$ cat src/rtl/dps_pkg.sv
package dps_pkg;

   typedef enum logic [2:0] {
      S_IDLE     = 3'd0,
      S_QUIESCE  = 3'd1,
      S_WAIT_OFF = 3'd2,
      S_PHASE    = 3'd3,
      S_ENABLE   = 3'd4,
      S_WAIT_ON  = 3'd5,
      S_LOCKIN   = 3'd6
   } seq_state_t;

endpackage

$ cat src/rtl/dps_gray_enc.sv
module dps_gray_enc #(
   parameter int W = 4
) (
   input  logic [W-1:0] bin,
   output logic [W-1:0] code
);

   if (W < 1) begin : g_bad_w
      $error("dps_gray_enc: W must be at least 1");
   end

   assign code[W-1] = bin[W-1];

   for (genvar i = 0; i < W - 1; i++) begin : g_bit
      assign code[i] = bin[i] ^ bin[i+1];
   end

endmodule

$ cat src/rtl/dps_us_tick.sv
module dps_us_tick #(
   parameter int DIV = 250
) (
   input  logic clk,
   input  logic rst_n,
   input  logic en,
   output logic tick
);

   localparam int CW = (DIV > 2) ? $clog2(DIV) : 1;
   localparam logic [CW-1:0] LAST = CW'(DIV - 1);

   if (DIV < 2) begin : g_bad_div
      $error("dps_us_tick: DIV must be at least 2");
   end

   logic [CW-1:0] cnt;

   always_ff @(posedge clk) begin
      if (!rst_n || !en) begin
         cnt <= '0;
      end else if (cnt == LAST) begin
         cnt <= '0;
      end else begin
         cnt <= cnt + 1'b1;
      end
   end

   assign tick = en && (cnt == LAST);

endmodule

$ cat src/rtl/dps_poll_limit.sv
module dps_poll_limit #(
   parameter int LIMIT = 50
) (
   input  logic clk,
   input  logic rst_n,
   input  logic clr,
   input  logic tick,
   output logic expired
);

   localparam int CW = (LIMIT > 2) ? $clog2(LIMIT) : 1;
   localparam logic [CW-1:0] LAST = CW'(LIMIT - 1);

   if (LIMIT < 2) begin : g_bad_limit
      $error("dps_poll_limit: LIMIT must be at least 2");
   end

   logic [CW-1:0] seen;

   always_ff @(posedge clk) begin
      if (!rst_n || clr) begin
         seen <= '0;
      end else if (tick && (seen != LAST)) begin
         seen <= seen + 1'b1;
      end
   end

   assign expired = tick && (seen == LAST);

endmodule

$ cat src/rtl/dps_cfg_rmw.sv
module dps_cfg_rmw
   import dps_pkg::*;
#(
   parameter int REG_W       = 32,
   parameter int PHASE_W     = 4,
   parameter int SEL_LSB     = 20,
   parameter int DLL_EN_BIT  = 16,
   parameter int CDR_EN_BIT  = 17,
   parameter int CKOUT_BIT   = 18,
   parameter int CDR_EXT_BIT = 19
) (
   input  seq_state_t         step,
   input  logic [REG_W-1:0]   rd,
   input  logic [PHASE_W-1:0] sel_code,
   output logic [REG_W-1:0]   wr
);

   always_comb begin
      wr = rd;
      unique case (step)
         S_QUIESCE: begin
            wr[CDR_EN_BIT]  = 1'b0;
            wr[CKOUT_BIT]   = 1'b0;
            wr[CDR_EXT_BIT] = 1'b1;
            wr[DLL_EN_BIT]  = 1'b1;
         end
         S_PHASE: begin
            wr[SEL_LSB +: PHASE_W] = sel_code;
         end
         S_ENABLE: begin
            wr[CKOUT_BIT] = 1'b1;
         end
         S_LOCKIN: begin
            wr[CDR_EN_BIT]  = 1'b1;
            wr[CDR_EXT_BIT] = 1'b0;
         end
         default: begin
            wr = rd;
         end
      endcase
   end

endmodule

$ cat src/rtl/dll_phase_seq.sv
module dll_phase_seq
   import dps_pkg::*;
#(
   parameter int REG_W       = 32,
   parameter int PHASE_W     = 4,
   parameter int SEL_LSB     = 20,
   parameter int DLL_EN_BIT  = 16,
   parameter int CDR_EN_BIT  = 17,
   parameter int CKOUT_BIT   = 18,
   parameter int CDR_EXT_BIT = 19,
   parameter int TICK_DIV    = 250,
   parameter int POLL_LIMIT  = 50
) (
   input  logic               clk,
   input  logic               rst_n,
   input  logic               start,
   input  logic [PHASE_W-1:0] phase_req,
   input  logic [REG_W-1:0]   cfg_rd,
   output logic               cfg_wr_en,
   output logic [REG_W-1:0]   cfg_wr_data,
   output logic               busy,
   output logic               done,
   output logic               err,
   output logic [PHASE_W-1:0] fail_phase
);

   localparam int SEL_MSB = SEL_LSB + PHASE_W - 1;

   if (SEL_MSB >= REG_W) begin : g_bad_sel
      $error("dll_phase_seq: phase field exceeds register width");
   end
   if ((DLL_EN_BIT >= REG_W) || (CDR_EN_BIT >= REG_W) ||
       (CKOUT_BIT >= REG_W) || (CDR_EXT_BIT >= REG_W)) begin : g_bad_bit
      $error("dll_phase_seq: control bit outside register");
   end
   if ((CKOUT_BIT >= SEL_LSB) && (CKOUT_BIT <= SEL_MSB)) begin : g_overlap
      $error("dll_phase_seq: clock-output bit overlaps phase field");
   end
   if ((TICK_DIV < 2) || (POLL_LIMIT < 2)) begin : g_bad_timing
      $error("dll_phase_seq: TICK_DIV and POLL_LIMIT must be at least 2");
   end

   seq_state_t         state, state_n;
   logic [PHASE_W-1:0] phase_q;
   logic [PHASE_W-1:0] gray_code;
   logic               polling;
   logic               tick;
   logic               expired;
   logic               ckout_seen;
   logic               fin_ok, fin_bad;

   assign polling    = (state == S_WAIT_OFF) || (state == S_WAIT_ON);
   assign ckout_seen = cfg_rd[CKOUT_BIT];

   dps_gray_enc #(.W(PHASE_W)) u_gray (
      .bin  (phase_q),
      .code (gray_code)
   );

   dps_us_tick #(.DIV(TICK_DIV)) u_tick (
      .clk   (clk),
      .rst_n (rst_n),
      .en    (polling),
      .tick  (tick)
   );

   dps_poll_limit #(.LIMIT(POLL_LIMIT)) u_limit (
      .clk     (clk),
      .rst_n   (rst_n),
      .clr     (!polling),
      .tick    (tick),
      .expired (expired)
   );

   dps_cfg_rmw #(
      .REG_W       (REG_W),
      .PHASE_W     (PHASE_W),
      .SEL_LSB     (SEL_LSB),
      .DLL_EN_BIT  (DLL_EN_BIT),
      .CDR_EN_BIT  (CDR_EN_BIT),
      .CKOUT_BIT   (CKOUT_BIT),
      .CDR_EXT_BIT (CDR_EXT_BIT)
   ) u_rmw (
      .step     (state),
      .rd       (cfg_rd),
      .sel_code (gray_code),
      .wr       (cfg_wr_data)
   );

   always_comb begin
      state_n = state;
      fin_ok  = 1'b0;
      fin_bad = 1'b0;
      unique case (state)
         S_IDLE:     if (start) state_n = S_QUIESCE;
         S_QUIESCE:  state_n = S_WAIT_OFF;
         S_WAIT_OFF: begin
            if (!ckout_seen) begin
               state_n = S_PHASE;
            end else if (expired) begin
               state_n = S_IDLE;
               fin_bad = 1'b1;
            end
         end
         S_PHASE:    state_n = S_ENABLE;
         S_ENABLE:   state_n = S_WAIT_ON;
         S_WAIT_ON: begin
            if (ckout_seen) begin
               state_n = S_LOCKIN;
            end else if (expired) begin
               state_n = S_IDLE;
               fin_bad = 1'b1;
            end
         end
         S_LOCKIN: begin
            state_n = S_IDLE;
            fin_ok  = 1'b1;
         end
         default:    state_n = S_IDLE;
      endcase
   end

   always_ff @(posedge clk) begin
      if (!rst_n) begin
         state      <= S_IDLE;
         phase_q    <= '0;
         done       <= 1'b0;
         err        <= 1'b0;
         fail_phase <= '0;
      end else begin
         state <= state_n;
         done  <= fin_ok;
         err   <= fin_bad;
         if ((state == S_IDLE) && start) begin
            phase_q <= phase_req;
         end
         if (fin_bad) begin
            fail_phase <= phase_q;
         end
      end
   end

   assign busy      = (state != S_IDLE);
   assign cfg_wr_en = (state == S_QUIESCE) || (state == S_PHASE) ||
                      (state == S_ENABLE)  || (state == S_LOCKIN);

endmodule

$ cat config.mk
export PLATFORM = sky130hd
export DESIGN_NAME = dll_phase_seq
export DESIGN_NICKNAME = d
export VERILOG_FILES = /design/src/rtl/dps_pkg.sv /design/src/rtl/dps_gray_enc.sv /design/src/rtl/dps_us_tick.sv /design/src/rtl/dps_poll_limit.sv /design/src/rtl/dps_cfg_rmw.sv /design/src/rtl/dll_phase_seq.sv
export SDC_FILE = /design/constraint.sdc
export NUM_CORES = 1
export LEC_CHECK = 0
export ABC_CLOCK_PERIOD_IN_PS = 2450
export BUFFER_PORTS_ARGS = -buffer_cell sky130_fd_sc_hd__buf_2
export CAP_MARGIN = 0
export CORE_MARGIN = 2
export CORE_UTILIZATION = 45
export DETAILED_ROUTE_END_ITERATION = 10
export PLACE_DENSITY = 0.84
export SYNTH_ARGS = -nofsm -noshare
export SYNTH_HDL_FRONTEND = slang
export SYNTH_SLANG_ARGS = --single-unit
export TNS_END_PERCENT = 100
$ cat constraint.sdc
create_clock -name clk -period 2.45 [get_ports clk]
set_input_delay 0 -clock clk [delete_from_list [all_inputs] [get_ports clk]]
set_output_delay 0 -clock clk [all_outputs]
set_load 0.05 [all_outputs]
==> results of run 1 <==
==> through the flow <==
step / cells / hold slack, ps / total power [mW] / area, um2
floorplan: 189 / 147 / 0.805 / 1570
global placement: 237 / 0.341 / 0.741 / 1570
detailed placement: 237 / 0.341 / 0.745 / 1570
CTS: 245 / 0.341 / 0.937 / 1640
global route: 245 / 0.0788 / 0.980 / 1640
finish: 245 / 0.0171 / 0.929 / 1640
==> how the worst max path moves through the flow <==
stage / end / slack (ps) / cells past startpoint
global route: u_limit.seen[2] / 340 / 4
detailed placement: u_limit.seen[2] / 480 / 4
CTS: u_limit.seen[2] / 440 / 4
global placement: u_limit.seen[2] / 550 / 4
finish: u_limit.seen[2] / 430 / 4
floorplan: fail_phase[0] / 580 / 7
==> power groups by stage <==
| stage | clock, mW | combinational [mW] | sequential, mW |
|---|---|---|---|
| 6_report | 0.189 | 0.255 | 0.485 |
| 5_1_grt | 0.213 | 0.279 | 0.489 |
| 4_1_cts | 0.196 | 0.256 | 0.485 |
| 3_5_place_dp | 0 | 0.251 | 0.494 |
| 3_3_place_gp | 0 | 0.248 | 0.493 |
| 2_1_floorplan | 0 | 0.329 | 0.476 |
==> sequential cells by signal, indices dropped and copies added (netlist names) <==
signal	count
u_tick.cnt	8
u_limit.seen	6
state	3
err	1
fail_phase	4
phase_q	4
done	1
==> layout make-up <==
class | count | area (um2) | share of cell area
Timing Repair Buffer | 37 | 213 | 0.130
Multi-Input combinational cell | 124 | 777 | 0.474
Inverter | 7 | 26.3 | 0.0160
Tap cell | 46 | 57.6 | 0.0351
Clock buffer | 4 | 26.3 | 0.0160
Sequential cell | 27 | 541 | 0.330
==> routing by layer <==
| layer | wire, um | vias to the layer above | GRT usage |
|---|---|---|---|
| met1 | 1230 | 571 | 0.175 |
| met4 | 18 | 0 | 0.0417 |
| met5 | 0 | - | 0 |
| met3 | 177 | 6 | 0.0396 |
| met2 | 1340 | 43 | 0.267 |
| li1 | - | 632 | - |
==> cell usage in the layout, fill, tap and decap left out, types with 5 or more instances in the layout <==
| cell type | netlist | final |
|---|---|---|
| nand2b_1 | 6 | 6 |
| o21ai_0 | 10 | 10 |
| nand2_1 | 24 | 24 |
| a21oi_1 | 6 | 6 |
| nor2_1 | 15 | 15 |
| xor2_1 | 5 | 5 |
| dfxtp_1 | 27 | 27 |
| xnor2_1 | 5 | 5 |
| and3_1 | 5 | 5 |
| buf_2 | 1 | 30 |
| mux2i_1 | 10 | 10 |
| inv_1 | 7 | 7 |
==> synth_stat cells <==
| cell type | n |
|---|---|
| or3_1 | 2 |
| a21boi_0 | 1 |
| o21ai_0 | 10 |
| a311oi_1 | 1 |
| nand4_1 | 4 |
| ha_1 | 4 |
| a211oi_1 | 1 |
| o22ai_1 | 1 |
| a21oi_1 | 6 |
| nand3b_1 | 2 |
| buf_2 | 1 |
| buf_4 | 26 |
| o21bai_1 | 1 |
| nand4b_1 | 1 |
| a211oi_2 | 1 |
| and2_1 | 3 |
| xor2_1 | 5 |
| a31oi_1 | 1 |
| or3b_1 | 1 |
| buf_6 | 1 |
| o211a_1 | 1 |
| mux2i_1 | 10 |
| o21a_1 | 2 |
| nor3_1 | 2 |
| nand3_1 | 3 |
| dfxtp_1 | 27 |
| a41o_1 | 1 |
| or4_1 | 1 |
| and3_1 | 5 |
| inv_1 | 7 |
| a211o_1 | 1 |
| nand2_1 | 24 |
| clkbuf_1 | 3 |
| mux2_2 | 1 |
| o21ai_1 | 1 |
| nor2b_1 | 1 |
| xnor2_1 | 5 |
| nor2_1 | 15 |
| nand2b_1 | 6 |
==> logic make-up (layout without fill, tap and decap cells) <==
logic type / Yosys count / count (layout) / share of synthesized area
XOR/XNOR: 10 / 10 / 0.0559
flip-flops: 27 / 27 / 0.345
buffers and inverters: 38 / 48 / 0.159
AND/OR/NAND/NOR: 70 / 70 / 0.219
AO/OA/AOI/OAI: 29 / 29 / 0.118
adder cells (fa/ha/maj): 4 / 4 / 0.0320
multiplexers: 11 / 11 / 0.0711
==> critical path: stages, from the launching register on <==
cell and delay [ps]:
dfxtp_1 460, or3b_1 520, a211o_1 320, or4_1 490
a21oi_1 170
==> impl_results.md, run 1 <==
* Hold Crit Start: cfg_rd[2]
* Clk slew on worst S/H paths at 140 ps
* Final WS setup at between 400 and 500 ps
* Status: finished, final reports clean
* Starting density of the core at 0.469
* Area leader, netlist: dfxtp_1
* Mapped Cells at 189
* Final min period at a little over 2000 ps
* Placement-stage worst setup slack at slightly below 500 ps
* Reg2reg start: state[2]
* Crit path kind: register to register
* DR pass1 iterations at 4
* Clock Latency Late Sink at ~330 ps
* Worst Hold Class: primary input to output pin
* CTS tree: yes
* Global Route Usage Sum at 0.150
* Chip width at 63 um
* Post-Route WL at 2.76 mm
* Max VDD drop at 0.000365 V
* Die Area at about 4000 um2
* WL/cell at 11.3 um
* Via Count at around 1300
* Largest net degree at the start of global routing at 15
* Final Skew at 11.9 ps
* Core box area at between 3000 and 4000 um2
* Hold EP: cfg_wr_data[2]
* Setup Viol. Count Final at 0
* Postcts setup bufs at 0
* CTS Sinks at 27
* Longest Clk Path Bufs at 2
* Post-synthesis cell type count at 39
* Worst R2R End: u_limit.seen[2]
* Sequential fraction of the synthesis area at 0.345
* Remaining Overflow, GRT at 0
* Hold buffer count at CTS at 4
* Most area-consuming cells after synthesis: dfxtp_1, buf_4, mux2i_1
* Top-level I/O count at 79
* Setup Total Neg Slack at 0 ps
* Row count at 21
* DRC at 0
* Drt via density at roughly 5
* Synth Register Bits at 27
* Initial antenna violation count at 0
* Sequential power share at 0.522
* H-tree levels at 1
* Endpoint class of the critical path: register
* Critical Path RT at 2720 ps
* Post_cts resized at 0
* Share of cells above drive strength 1 at 0.191
* CP Launch Type: register
* GP Congestion at approximately 0.81
* Root Driver: clkbuf_4
* Hold Fails Final Rpt at 0
* Finished Core Util at 0.492
* Iter 0 DRT Violations at 96
* Switching power at between 0.3 and 0.4 mW
* Fin crit share at 0.824
* Combinational Power Share at 0.274
* Die Y at about 63 um
* DRT antenna net count at 0
* RSZ-0062 raised after global routing: false
* Power per standard cell area at roughly 570 nW/um2
* CP Max Fanout at 14
* Port Buffers at 30
* Mapped Nets at about 230
* Fin nets at approximately 240
* Global-route wire length before repair at 4.97 mm
* Static Leak at 0.686 nW
* CTS Buf Count at 3
* Ys Warns at 0
* Least-Margin Pin Slew at 551 ps
* Post-synth top area share at 0.345
* CP arrival at approximately 2300 ps
* Avg Cell Area, Syn at about 8.3 um2
* N_diodes at 0
* Net Sw Frac at 0.351
* Vias in the first global route at about 1200
* Layout fillers at 342
* Reg2reg setup slack at roughly 430 ps
* Worst rel slew slack at 0.630
* HPWL Detailed at approximately 2.1 mm
* Critical path origin: state[2]
* Clk network pwr share at 0.204
* Hold depth at 0
* Maxcap violations at 0
* Synthesized area at around 1600 um2
* Synthesis-to-finish area growth at 4.71%
* R2R cell count at 4
* Pint at 0.603 mW
* Final Max Tran Viols at 0
* Fmax at 495 MHz
(Power assumes the default switching activity.)
==> inputs of run 2 (changes only) <==
ABC_CLOCK_PERIOD_IN_PS = 1700   (was 2450)
CORE_UTILIZATION = 41   (was 45)
PLACE_DENSITY = 0.81   (was 0.84)
clock period = 1.7 ns   (was 2.45 ns; I/O delays follow)
==> impl_results.md, run 2 (same netlist as run 1, synthesis figures left out) <==
* Met2 WL at 1.63 mm (+22%)
* Maxcap violations at 0 (unchanged)
* Critical path's top delay family: simple AND/OR/NAND/NOR gates
* Vias in the first global route at 1204 (-2.0%)
* Via Count at 1302 (+4.0%)
* Endpoint class of the critical path: register
* GP Congestion at 0.853 (+5.3%)
* Final Max Tran Viols at 0 (unchanged)
* Worst rel slew slack at 0.760 (+0.130)
* Net Sw Frac at 0.345 (-0.00601)
* HPWL Detailed at 2.25 mm (+4.7%)
* Placed cell count at 251 (+5.9%)
* CTS Buf Count at 3 (unchanged)
* Layout fillers at 333 (-2.6%)
* CP Max Fanout at 4 (-10)
* Clock Latency Late Sink at 280 ps (-50 ps)
* Longest Clk Path Bufs at 2 (unchanged)
* Max reg flops at 8 (unchanged)
* Placed inst area at 1670 um2 (+6.4%)
* WL/cell at 12.5 um (+11%)
* Cell chain of the critical path: or3b_4, a211o_1, or4_1, a21oi_1
* Remaining Overflow, GRT at 0 (unchanged)
* Chip width at 65.8 um (+4.5%)
* Hold EP: cfg_wr_data[1]
* Largest net degree at the start of global routing at 17 (+2)
* Starting density of the core at 0.428 (-0.0416)
* Critical Path Stages at 4 (unchanged)
* Critical Path RT at 1910 ps (-810 ps)
* Die Area at 4330 um2 (+9.1%)
* Max VDD drop at 0.000501 V (+37%)
* Drt via density at 4.93 (-3.5%)
* N_diodes at 0 (unchanged)
* Final instance area at 1840 um2 (+12%)
* Top reg by flops: u_tick.cnt
* Reg2reg start: state[0]
* Met1 WL at 1.43 mm (+17%)
* Static Leak at 0.787 nW (+15%)
* CP bufs+invs at 0 (unchanged)
* CP Launch Type: register
* Power per standard cell area at 820 nW/um2 (+45%)
* Synthesis-to-finish area growth at 17.7%
* Clk network pwr share at 0.245 (+0.041)
* Post-route non-filler standard cell count at 264 (+7.8%)
* Fin nets at 260 (+7.0%)
* Clk slew on worst S/H paths at 90 ps (-50 ps)
* Sequential power share at 0.448 (-0.074)
* Global-route wire length before repair at 5.42 mm (+9.2%)
* Power, Total at 1.51 mW (+63%)
* Met3 wire length at 189 um (+6.8%)
* Slowest stage cell, crit path: or3b_4
* Least-Margin Pin Slew at 360 ps (-191 ps)
* Share of cells above drive strength 1 at 0.301 (+0.110)
* Max layer used: met4
* Switching power at 0.521 mW (+60%)
* R2R cell count at 4 (unchanged)
* Setup Viol. Count Final at 0 (unchanged)
* Pint at 0.991 mW (+64%)
* Final min period at 1690 ps (-326 ps)
* Initial antenna violation count at 0 (unchanged)
* Top-level I/O count at 79 (unchanged)
* Root Driver: clkbuf_8
* DRC at 0 (unchanged)
* DRT antenna net count at 0 (unchanged)
* Global Route Usage Sum at 0.160 (+0.0107)
* Combinational Power Share at 0.307 (+0.033)
* H-tree levels at 1 (unchanged)
* Worst Hold Class: primary input to output pin
* Die Y at 65.8 um (+4.5%)
* Iter 0 DRT Violations at 37 (-61%)
* Fin crit share at 0.996 (+0.172)
* Hold Fails Final Rpt at 0 (unchanged)
* Row count at 22 (+4.8%)
* Post-Route WL at 3.30 mm (+20%)
* Final Skew at 5.61 ps (-6.28 ps)
* Final hold slack at 0.0177 ps (+0.000578 ps)
* Fmax at 591 MHz (+19%)
* Regs by FF count: u_tick.cnt (8), u_limit.seen (6)
* DR pass1 iterations at 4 (unchanged)
* CP arrival at 1900 ps (-390 ps)
* Core box area at 3660 um2 (+9.7%)
* Status: finished, final reports clean
* Commonest non-fill, non-tap cell in the layout: buf_2
* Worst path max stage delay at 410 ps (-110 ps)
* Worst R2R End: u_limit.seen[2]
* Port Buffers at 30 (unchanged)
* Crit path kind: register to register
* Hold depth at 0 (unchanged)
* RSZ-0062 raised after global routing: true
* Reg2reg setup slack at 7 ps (-420 ps)
* CTS tree: yes
* Hold Crit Start: cfg_rd[1]
* CTS Sinks at 27 (unchanged)
* Commonest non-fill, non-tap cells in the layout: buf_2, nand2_1, dfxtp_1, nor2_1, buf_4
==> run 2: what timing repair did <==
| item | CTS | global route |
|---|---|---|
| endpoints found under the setup margin | 3 | 20 |
| resized for setup | 3 | 11 |
| gates cloned | 0 | 1 |
| setup buffers | 0 | 4 |
| endpoints found under the hold margin | 4 | 0 |
| hold buffers | 4 | 0 |
| pin swaps | 4 | 2 |
==> run 2: power groups by stage <==
stage	clock, mW	combinational (mW)	sequential [mW]
finish	0.370	0.464	0.678
CTS	0.377	0.437	0.675
global route	0.398	0.503	0.681
global placement	0	0.420	0.688
floorplan	0	0.486	0.688
detailed placement	0	0.425	0.688
==> run 2: cell type report <==
type / count / area, um2 / area share
Clock inverter: 1 / 7.51 / 0.00407
Timing Repair Buffer: 54 / 353 / 0.191
Sequential cell: 27 / 544 / 0.295
Inverter: 7 / 26.3 / 0.0143
Tap cell: 48 / 60.1 / 0.0326
Multi-Input combinational cell: 124 / 811 / 0.440
Clock buffer: 3 / 41.3 / 0.0224
==> run 2: metal layers <==
layer  up-vias  global-route usage
met1       587               0.194
met4         0              0.0625
met2        37               0.269
met3         9              0.0443
li1        669                   -
met5         -                   0
==> run 2: how the worst max path moves through the flow <==
stage | start | end | slack (ps)
6_report | state[0] | u_limit.seen[2] | 7
5_1_grt | u_tick.cnt[1] | u_limit.seen[2] | -40
2_1_floorplan | state[0] | u_limit.seen[2] | -130
3_5_place_dp | state[2] | fail_phase[2] | -40
4_1_cts | state[2] | cfg_wr_data[23] | 20
3_3_place_gp | state[2] | u_limit.seen[2] | -20
==> run 2: worst register-to-register path, stage by stage, from the launching register on <==
cell     delay, ps
dfxtp_2        330
or3b_4         410
a211o_1        340
or4_1          400
a21oi_1        140
==> run 2: per-stage QoR <==
| stage | utilization | setup TNS [ps] | setup WS (ps) |
|---|---|---|---|
| finish | 0.503 | 0 | 6.52 |
| global route | 0.503 | -71.6 | -35.6 |
| CTS | 0.483 | 0 | 22.0 |
| detailed placement | 0.457 | -71.0 | -39.9 |
| global placement | 0.457 | -15.5 | -15.5 |
| floorplan | - | -651 | -128 |
